===== src/rtl/irq_stall_pkg.sv =====
package irq_stall_pkg;
  localparam int STAT_W = 10;

  localparam int BIT_ARB_LOST = 1;
  localparam int BIT_NO_ACK   = 2;
  localparam int BIT_RX_CNT   = 4;
  localparam int BIT_TX_CNT   = 5;
  localparam int BIT_RX_STOP  = 6;
  localparam int BIT_TX_STOP  = 7;
  localparam int BIT_RX_FULL  = 8;
  localparam int BIT_TX_EMPTY = 9;

  localparam logic [STAT_W-1:0] VALID_MASK =
      (STAT_W'(1) << BIT_ARB_LOST) | (STAT_W'(1) << BIT_NO_ACK)  |
      (STAT_W'(1) << BIT_RX_CNT)   | (STAT_W'(1) << BIT_TX_CNT)  |
      (STAT_W'(1) << BIT_RX_STOP)  | (STAT_W'(1) << BIT_TX_STOP) |
      (STAT_W'(1) << BIT_RX_FULL)  | (STAT_W'(1) << BIT_TX_EMPTY);
endpackage


===== src/rtl/irq_stat_bit.sv =====
module irq_stat_bit (
  input  logic clk_i,
  input  logic rst_ni,
  input  logic evt_i,
  input  logic clr_i,
  output logic q_o
);
  always_ff @(posedge clk_i or negedge rst_ni) begin
    if (!rst_ni)    q_o <= 1'b0;
    else if (evt_i) q_o <= 1'b1;   // event wins over clear
    else if (clr_i) q_o <= 1'b0;
  end

  p_sticky_r2: assert property (@(posedge clk_i) disable iff (!rst_ni)
    (q_o && !clr_i) |=> q_o);
  p_set_wins_r4: assert property (@(posedge clk_i) disable iff (!rst_ni)
    evt_i |=> q_o);
  p_clear_r3: assert property (@(posedge clk_i) disable iff (!rst_ni)
    (clr_i && !evt_i) |=> !q_o);
endmodule


===== src/rtl/irq_enable_reg.sv =====
module irq_enable_reg #(
  parameter int                 WIDTH = 10,
  parameter logic [WIDTH-1:0]   MASK  = '1
) (
  input  logic             clk_i,
  input  logic             rst_ni,
  input  logic             wr_i,
  input  logic [WIDTH-1:0] data_i,
  output logic [WIDTH-1:0] en_o
);
  always_ff @(posedge clk_i or negedge rst_ni) begin
    if (!rst_ni)   en_o <= '0;
    else if (wr_i) en_o <= data_i & MASK;
  end

  p_load_r8: assert property (@(posedge clk_i) disable iff (!rst_ni)
    wr_i |=> (en_o == ($past(data_i) & MASK)));
endmodule


===== src/rtl/irq_combine.sv =====
module irq_combine #(
  parameter int WIDTH = 10
) (
  input  logic [WIDTH-1:0] status_i,
  input  logic [WIDTH-1:0] en_i,
  output logic             irq_o,
  output logic             stall_o
);
  always_comb begin
    irq_o   = |(status_i & en_i);
    stall_o = |status_i;          // unmasked: disabled events still pause
  end
endmodule


===== src/rtl/i2c_irq_stall_unit.sv =====
module i2c_irq_stall_unit
  import irq_stall_pkg::*;
(
  input  logic              clk_i,
  input  logic              rst_ni,
  input  logic [STAT_W-1:0] evt_i,
  input  logic              en_wr_i,
  input  logic [STAT_W-1:0] en_data_i,
  input  logic              clr_wr_i,
  input  logic [STAT_W-1:0] clr_data_i,
  output logic [STAT_W-1:0] status_o,
  output logic              irq_o,
  output logic              stall_o
);
  logic [STAT_W-1:0] en_q;
  logic [STAT_W-1:0] clr_vec;
  logic              unused_rsvd;

  assign clr_vec     = clr_wr_i ? clr_data_i : '0;
  assign unused_rsvd = ^((evt_i | clr_vec) & ~VALID_MASK);

  for (genvar k = 0; k < STAT_W; k++) begin : g_stat
    if (VALID_MASK[k]) begin : g_impl
      irq_stat_bit u_bit (
        .clk_i (clk_i),
        .rst_ni(rst_ni),
        .evt_i (evt_i[k]),
        .clr_i (clr_vec[k]),
        .q_o   (status_o[k])
      );
    end else begin : g_rsvd
      assign status_o[k] = 1'b0;
    end
  end

  irq_enable_reg #(.WIDTH(STAT_W), .MASK(VALID_MASK)) u_en (
    .clk_i (clk_i),
    .rst_ni(rst_ni),
    .wr_i  (en_wr_i),
    .data_i(en_data_i),
    .en_o  (en_q)
  );

  irq_combine #(.WIDTH(STAT_W)) u_comb (
    .status_i(status_o),
    .en_i    (en_q),
    .irq_o   (irq_o),
    .stall_o (stall_o)
  );

  p_evt_stalls_r6: assert property (@(posedge clk_i) disable iff (!rst_ni)
    (|(evt_i & VALID_MASK)) |=> stall_o);
  p_mask_off_r5: assert property (@(posedge clk_i) disable iff (!rst_ni)
    (en_wr_i && en_data_i == '0) |=> !irq_o);
  p_idle_r1: assert property (@(posedge clk_i) disable iff (!rst_ni)
    (!stall_o && evt_i == '0) |=> !irq_o);
endmodule


===== config.mk =====
export PLATFORM = sky130hd
export DESIGN_NAME = i2c_irq_stall_unit
export DESIGN_NICKNAME = d
export VERILOG_FILES = /design/src/rtl/irq_stall_pkg.sv /design/src/rtl/irq_stat_bit.sv /design/src/rtl/irq_enable_reg.sv /design/src/rtl/irq_combine.sv /design/src/rtl/i2c_irq_stall_unit.sv
export SDC_FILE = /design/constraint.sdc
export NUM_CORES = 1
export LEC_CHECK = 0
export BUFFER_PORTS_ARGS = -buffer_cell sky130_fd_sc_hd__clkbuf_2
export CORE_AREA = 2 2 47 49
export CTS_CLUSTER_SIZE = 20
export DETAILED_ROUTE_END_ITERATION = 10
export DIE_AREA = 0 0 49 51
export PLACE_DENSITY_LB_ADDON = 0.3
export SYNTH_ARGS = -nofsm -noshare
export SYNTH_HDL_FRONTEND = slang
export SYNTH_HIERARCHICAL = 1
export SYNTH_SLANG_ARGS = --single-unit

===== constraint.sdc =====
create_clock -name clk_i -period 1.2 [get_ports clk_i]
set_input_delay 0.12 -clock clk_i [delete_from_list [all_inputs] [get_ports clk_i]]
set_output_delay 0.12 -clock clk_i [all_outputs]
set_load 0.005 [all_outputs]

==> results of run 1 <==
==> cell usage after synthesis <==
cell type   n  area share [%]
mux2_4      8              15
a21o_1      8             7.7
a221oi_2    1             1.9
a22oi_1     3             2.9
buf_4       4             3.8
buf_6       1             1.4
nor2_1      1            0.48
dfrtp_1    16              51
a22o_1      1             1.1
inv_1       8             3.8
and2_1      8             6.4
nand4_1     1            0.80
nor4_1      2             1.6
conb_1      2            0.96
nand3_1     1            0.64
==> stage by stage <==
step	setup slack, ns	hold WS, ns
after floorplan	0.168	-0.176
after global placement	0.0449	0.0544
after detailed placement	0.0359	0.0655
after CTS	-0.274	0.0108
after global routing	-0.333	0.00850
final	-0.243	0.0185
==> flip-flops by register name (all words and copies together), names as in the netlist <==
| register | flops |
|---|---|
| g_stat.g_impl.u_bit/q_o | 8 |
| u_en/en_o | 8 |
==> kinds of logic (layout without fill, tap and decap cells) <==
family                 after synthesis  after routing  synth area share, %
buffers and inverters               13             57                 9.11
muxes                                8              8                 15.3
AOI/OAI and AO/OA                   13             13                 13.6
DFF                                 16             16                 51.1
other                                2              8                0.959
and+or+nand+nor                     13             13                 9.90
==> cells in the final DEF, fill, tap and decap left out, types with 4 or more instances in the layout <==
| cell type | instances |
|---|---|
| mux2_4 | 8 |
| dfrtp_1 | 16 |
| and2_1 | 8 |
| conb_1 | 8 |
| buf_4 | 4 |
| a21o_1 | 8 |
| inv_1 | 8 |
| dlygate4sd3_1 | 4 |
| clkbuf_2 | 37 |
==> layer usage <==
metal / track usage, % / share of wire (%) / up-vias
met1: 16.9 / 41 / 283
met3: 3.51 / 7.4 / 2
li1: - / - / 307
met2: 25.1 / 51 / 25
met4: 5.71 / 0.85 / 0
met5: 0 / 0 / -
==> where the power goes <==
group          total [W]  switching, W  internal (W)
Combinational   0.000210     0.0000758      0.000134
Sequential      0.000620     0.0000360      0.000584
Clock           0.000342      0.000158      0.000184
==> what timing repair did <==
item / 4_1_cts / 5_1_grt
pin swaps: 2 / 0
setup buffers: 2 / 0
endpoints found under the setup margin: 2 / 2
hold buffers: 1 / 3
resized for setup: 1 / 1
endpoints found under the hold margin: 16 / 3
==> layout make-up <==
cell class                 count  area, um2
tap                           28       35.0
sequential                    16        400
inverter                       8       30.0
clock buffer                   4       36.3
fill                         187        960
multi-input combinational     42        347
timing repair buffer          45        255
==> final timing paths <==
check,from,endpoint
max,g_stat[4].g_impl.u_bit/q_o$_DFFE_PN0P_,irq_o
min,evt_i[9],g_stat[9].g_impl.u_bit/q_o$_DFFE_PN0P_
max reg2reg,g_stat[8].g_impl.u_bit/q_o$_DFFE_PN0P_,g_stat[8].g_impl.u_bit/q_o$_DFFE_PN0P_
min reg2reg,u_en/en_o[4]$_DFFE_PN0P_,u_en/en_o[4]$_DFFE_PN0P_
max in group asynchronous,rst_ni,u_en/en_o[7]$_DFFE_PN0P_
min in group asynchronous,rst_ni,g_stat[8].g_impl.u_bit/q_o$_DFFE_PN0P_
==> results.sh, run 1 <==
export IMPL_place_inst=133
export IMPL_cp_depth=4
export IMPL_die_area_um2=2500
export IMPL_synthCells=65
export IMPL_numCtsBuffers=3
export IMPL_path_max_fanout=2
export IMPL_max_stage_delay_ns=0.39
export IMPL_ios=46
export IMPL_area_growth_pct=40.9
export IMPL_fin_util_pct=53.5
export IMPL_antenna_found_initial=0
export IMPL_hold_violations=0
export IMPL_drive_above_1_share_pct=48.7
export IMPL_dp_hpwl_mm=1.22
export IMPL_crit_path_end_kind="output pin"
export IMPL_clk_pin_slew_ns=0.09
export IMPL_wl_per_cell_um=10.7
export IMPL_grt_pass1_wl_mm=2.73
export IMPL_slowest_stage="dfrtp_1"
export IMPL_diodes=0
export IMPL_syn_area_um2=783
export IMPL_path_delay_family="compound AO/OA/AOI/OAI gates"
export IMPL_finalClockSkew_ns=0
export IMPL_fin_crit_ns=1.44
export IMPL_die_h_um=51
export IMPL_startpoint_type="register"
export IMPL_holdPathStages=2
export IMPL_finalWirelength_mm=1.53
export IMPL_clock_fmax_mhz=693
export IMPL_htree_num_levels=1
export IMPL_status="finished, violations left"
export IMPL_tritoncts="yes"
export IMPL_finalPower_w=0.00117
export IMPL_core_um2=2060
export IMPL_ys_seq_elements=16
export IMPL_via_per_inst=4.31
export IMPL_layout_setup_ws_ns=-0.243
export IMPL_ys_seq_area_share_pct=51.1
export IMPL_crit_type="reg -> out"
export IMPL_synthDistinctLibCells=15
export IMPL_drv_slew=0
export IMPL_p_leak_nw=0.566
export IMPL_die_w_um=49
export IMPL_rows=17
export IMPL_finalNetCount=150
export IMPL_ir_worst_vdd_v=0.000662
export IMPL_root_buffer="clkbuf_4"
export IMPL_via_count=617
export IMPL_grt_util_all_layers_pct=14.3
export IMPL_setup_tns_ns=-0.372
export IMPL_path_buf_inv=1
export IMPL_final_cell_area_um2=1100
export IMPL_clockBufferDepth=2
export IMPL_cap_viol_max_count=0
export IMPL_place_congestion=0.700
export IMPL_hold_path_class="in -> reg"
export IMPL_violations="setup timing"
export IMPL_cts_sinks=16
export IMPL_ant_nets=0
export IMPL_setup_violations=2
export IMPL_rsz0062_at_grt="yes"
export IMPL_synth_area_per_cell_um2=12.1
export IMPL_cp_arrival_ns=1.32
export IMPL_power_per_cell_area_nw_per_um2=1060
export IMPL_path_cells="a22o_1, a221oi_2, nand4_1, clkbuf_2"
export IMPL_dr_pass1_iters=4
export IMPL_required_ns=1.08
export IMPL_port_buffers=37
export IMPL_stdcell_count=143
export IMPL_rrSetupSlack_ns=0.37
export IMPL_initial_core_util_pct=38.0
export IMPL_grt_max_degree=17
export IMPL_placed_area_um2=1000
export IMPL_overflow=0
export IMPL_drt_iter0_markers=3
export IMPL_clock_latency_ns=0.27
export IMPL_r2r_cells=2
export IMPL_min_period_over_period_pct=120
export IMPL_yosysWarnings=6
export IMPL_drcViolationCount=0
export IMPL_grt_pass1_vias=672
Power figures use the tool's default switching activity.
==> inputs of run 2 (changes only) <==
BUFFER_PORTS_ARGS = unset   (was -buffer_cell sky130_fd_sc_hd__clkbuf_2)
CORE_AREA = 2 2 40 42   (was 2 2 47 49)
DIE_AREA = 0 0 42 44   (was 0 0 49 51)
DONT_BUFFER_PORTS = 1   (was unset)
GPL_TIMING_DRIVEN = 0   (was unset)
==> run 2 against run 1 <==
The run still ends with setup timing left; final area fell by 7.7%; clock power fell by 18%; highest routed layer unchanged; power fell by 7.6%; critical path depth fell by 1; critical endpoint unchanged; register-to-register slack improved by 0.05 ns.
==> results.sh, run 2 (synthesis results as in run 1) <==
export IMPL_hold_ws_ns=0.112
export IMPL_power_per_cell_area_nw_per_um2=1060
export IMPL_p_leak_nw=0.472
export IMPL_port_buffers=0
export IMPL_die_w_um=42
export IMPL_rrSetupSlack_ns=0.42
export IMPL_switching_share_pct=24.2
export IMPL_via_per_inst=4.88
export IMPL_core_um2=1420
export IMPL_numCtsBuffers=3
export IMPL_layout_setup_ws_ns=-0.217
export IMPL_required_ns=1.08
export IMPL_drive_above_1_share_pct=18.7
export IMPL_grt_util_all_layers_pct=17.6
export IMPL_placed_area_um2=826
export IMPL_hold_violations=0
export IMPL_setup_violations=2
export IMPL_cap_viol_max_count=0
export IMPL_clk_pin_slew_ns=0.09
export IMPL_root_buffer="clkbuf_4"
export IMPL_pwr_share_seq_pct=57.8
export IMPL_drt_iter0_markers=0
export IMPL_p_clk_share_pct=25.9
export IMPL_startpoint_type="register"
export IMPL_area_growth_pct=30.0
export IMPL_ir_worst_vdd_v=0.000887
export IMPL_finalClockSkew_ns=0
export IMPL_cts_sinks=16
export IMPL_drv_slew=0
export IMPL_wl_per_cell_um=13.7
export IMPL_clock_fmax_mhz=706
export IMPL_dp_hpwl_mm=1.05
export IMPL_path_max_fanout=4
export IMPL_grt_max_degree=17
export IMPL_htree_num_levels=1
export IMPL_overflow=0
export IMPL_finalWirelength_mm=1.47
export IMPL_min_period_over_period_pct=118
export IMPL_rows=14
export IMPL_layout_commonest_cell="dlygate4sd3_1"
export IMPL_final_cell_area_um2=1020
export IMPL_final_cell_mix="dlygate4sd3_1, dfrtp_1"
export IMPL_grt_pass1_wl_mm=2.33
export IMPL_finalNetCount=127
export IMPL_clockBufferDepth=2
export IMPL_status="finished, violations left"
export IMPL_r2r_start="u_en/en_o[7]$_DFFE_PN0P_"
export IMPL_netSwitchingPower_w=0.000262
export IMPL_hold_path_class="in -> reg"
export IMPL_timing_slew_headroom_pct=53.4
export IMPL_die_h_um=44
export IMPL_drcViolationCount=0
export IMPL_antenna_found_initial=0
export IMPL_grt_pass1_vias=507
export IMPL_ios=46
export IMPL_p_int_w=0.000821
export IMPL_cp_arrival_ns=1.30
export IMPL_fin_util_pct=71.8
export IMPL_setup_tns_ns=-0.330
export IMPL_via_count=522
export IMPL_rsz0062_at_grt="yes"
export IMPL_place_congestion=0.682
export IMPL_tritoncts="yes"
export IMPL_min_delay_start="clr_wr_i"
export IMPL_dr_pass1_iters=1
export IMPL_crit_type="reg -> out"
export IMPL_tightest_slew_ns=0.697
export IMPL_initial_core_util_pct=55.2
export IMPL_diodes=0
export IMPL_die_area_um2=1850
export IMPL_largestRegisters="g_stat.g_impl.u_bit/q_o (8), u_en/en_o (8)"
export IMPL_ant_nets=0
export IMPL_crit_path_end_kind="output pin"
export IMPL_crit_start="g_stat[4].g_impl.u_bit/q_o$_DFFE_PN0P_"
export IMPL_clock_latency_ns=0.29
export IMPL_combPwrFrac_pct=16.3
export IMPL_fin_crit_ns=1.42
export IMPL_violations="setup timing"
==> run 2: changes by cell type in the layout (fill, tap and decap cells not counted), sizes merged <==
cell         delta
clkbuf         -38
dlygate4sd3    +13
buf             +1
==> run 2: worst paths after layout <==
check / to / cells after the start
worst max-delay path: irq_o / 3
worst min-delay path: g_stat[9].g_impl.u_bit/q_o$_DFFE_PN0P_ / 3
worst max register to register: u_en/en_o[7]$_DFFE_PN0P_ / 1
worst min register to register: u_en/en_o[4]$_DFFE_PN0P_ / 1
max in group asynchronous: g_stat[8].g_impl.u_bit/q_o$_DFFE_PN0P_ / 1
min in group asynchronous: u_en/en_o[7]$_DFFE_PN0P_ / 1
==> run 2: timing repair <==
item | CTS | global route
pin swaps | 2 | 0
endpoints found under the setup margin | 2 | 2
buffers inserted | 0 | 0
hold buffers | 17 | 0
resized for setup | 0 | 0
endpoints found under the hold margin | 32 | 0
==> run 2: power groups by stage <==
stage	sequential [W]	combinational, W	clock [W]
floorplan	0.000624	0.000112	0
finish	0.000626	0.000176	0.000281
global route	0.000633	0.000194	0.000302
global placement	0.000636	0.000117	0
CTS	0.000626	0.000177	0.000287
detailed placement	0.000637	0.000120	0
==> run 2: layer usage <==
metal	part of all wire, %	GRT usage (%)
met2	46	26.9
met1	44	22.6
met4	3.0	13.5
met5	0	0
met3	6.5	2.92
==> run 2: stage by stage <==
step                      setup WS, ns  instances  power (W)
after floorplan                  0.168         71   0.000736
after global placement          0.0857         87   0.000753
after detailed placement        0.0705         87   0.000757
after CTS                       -0.223        107    0.00109
after global routing            -0.290        107    0.00113
final                           -0.217        107    0.00108
==> run 2: critical path, stage by stage (launching register included) <==
cell	delay, ns
dfrtp_1	0.43
a22o_1	0.24
a221oi_2	0.18
nand4_1	0.16
==> run 2: area by class of cell <==
class,count,area (um2)
Buffer,5,41.3
Clock buffer,3,22.5
Fill cell,97,400
Inverter,8,30.0
Multi-Input combinational cell,42,334
Sequential cell,16,400
Tap cell,16,20.0
Timing Repair Buffer,17,170
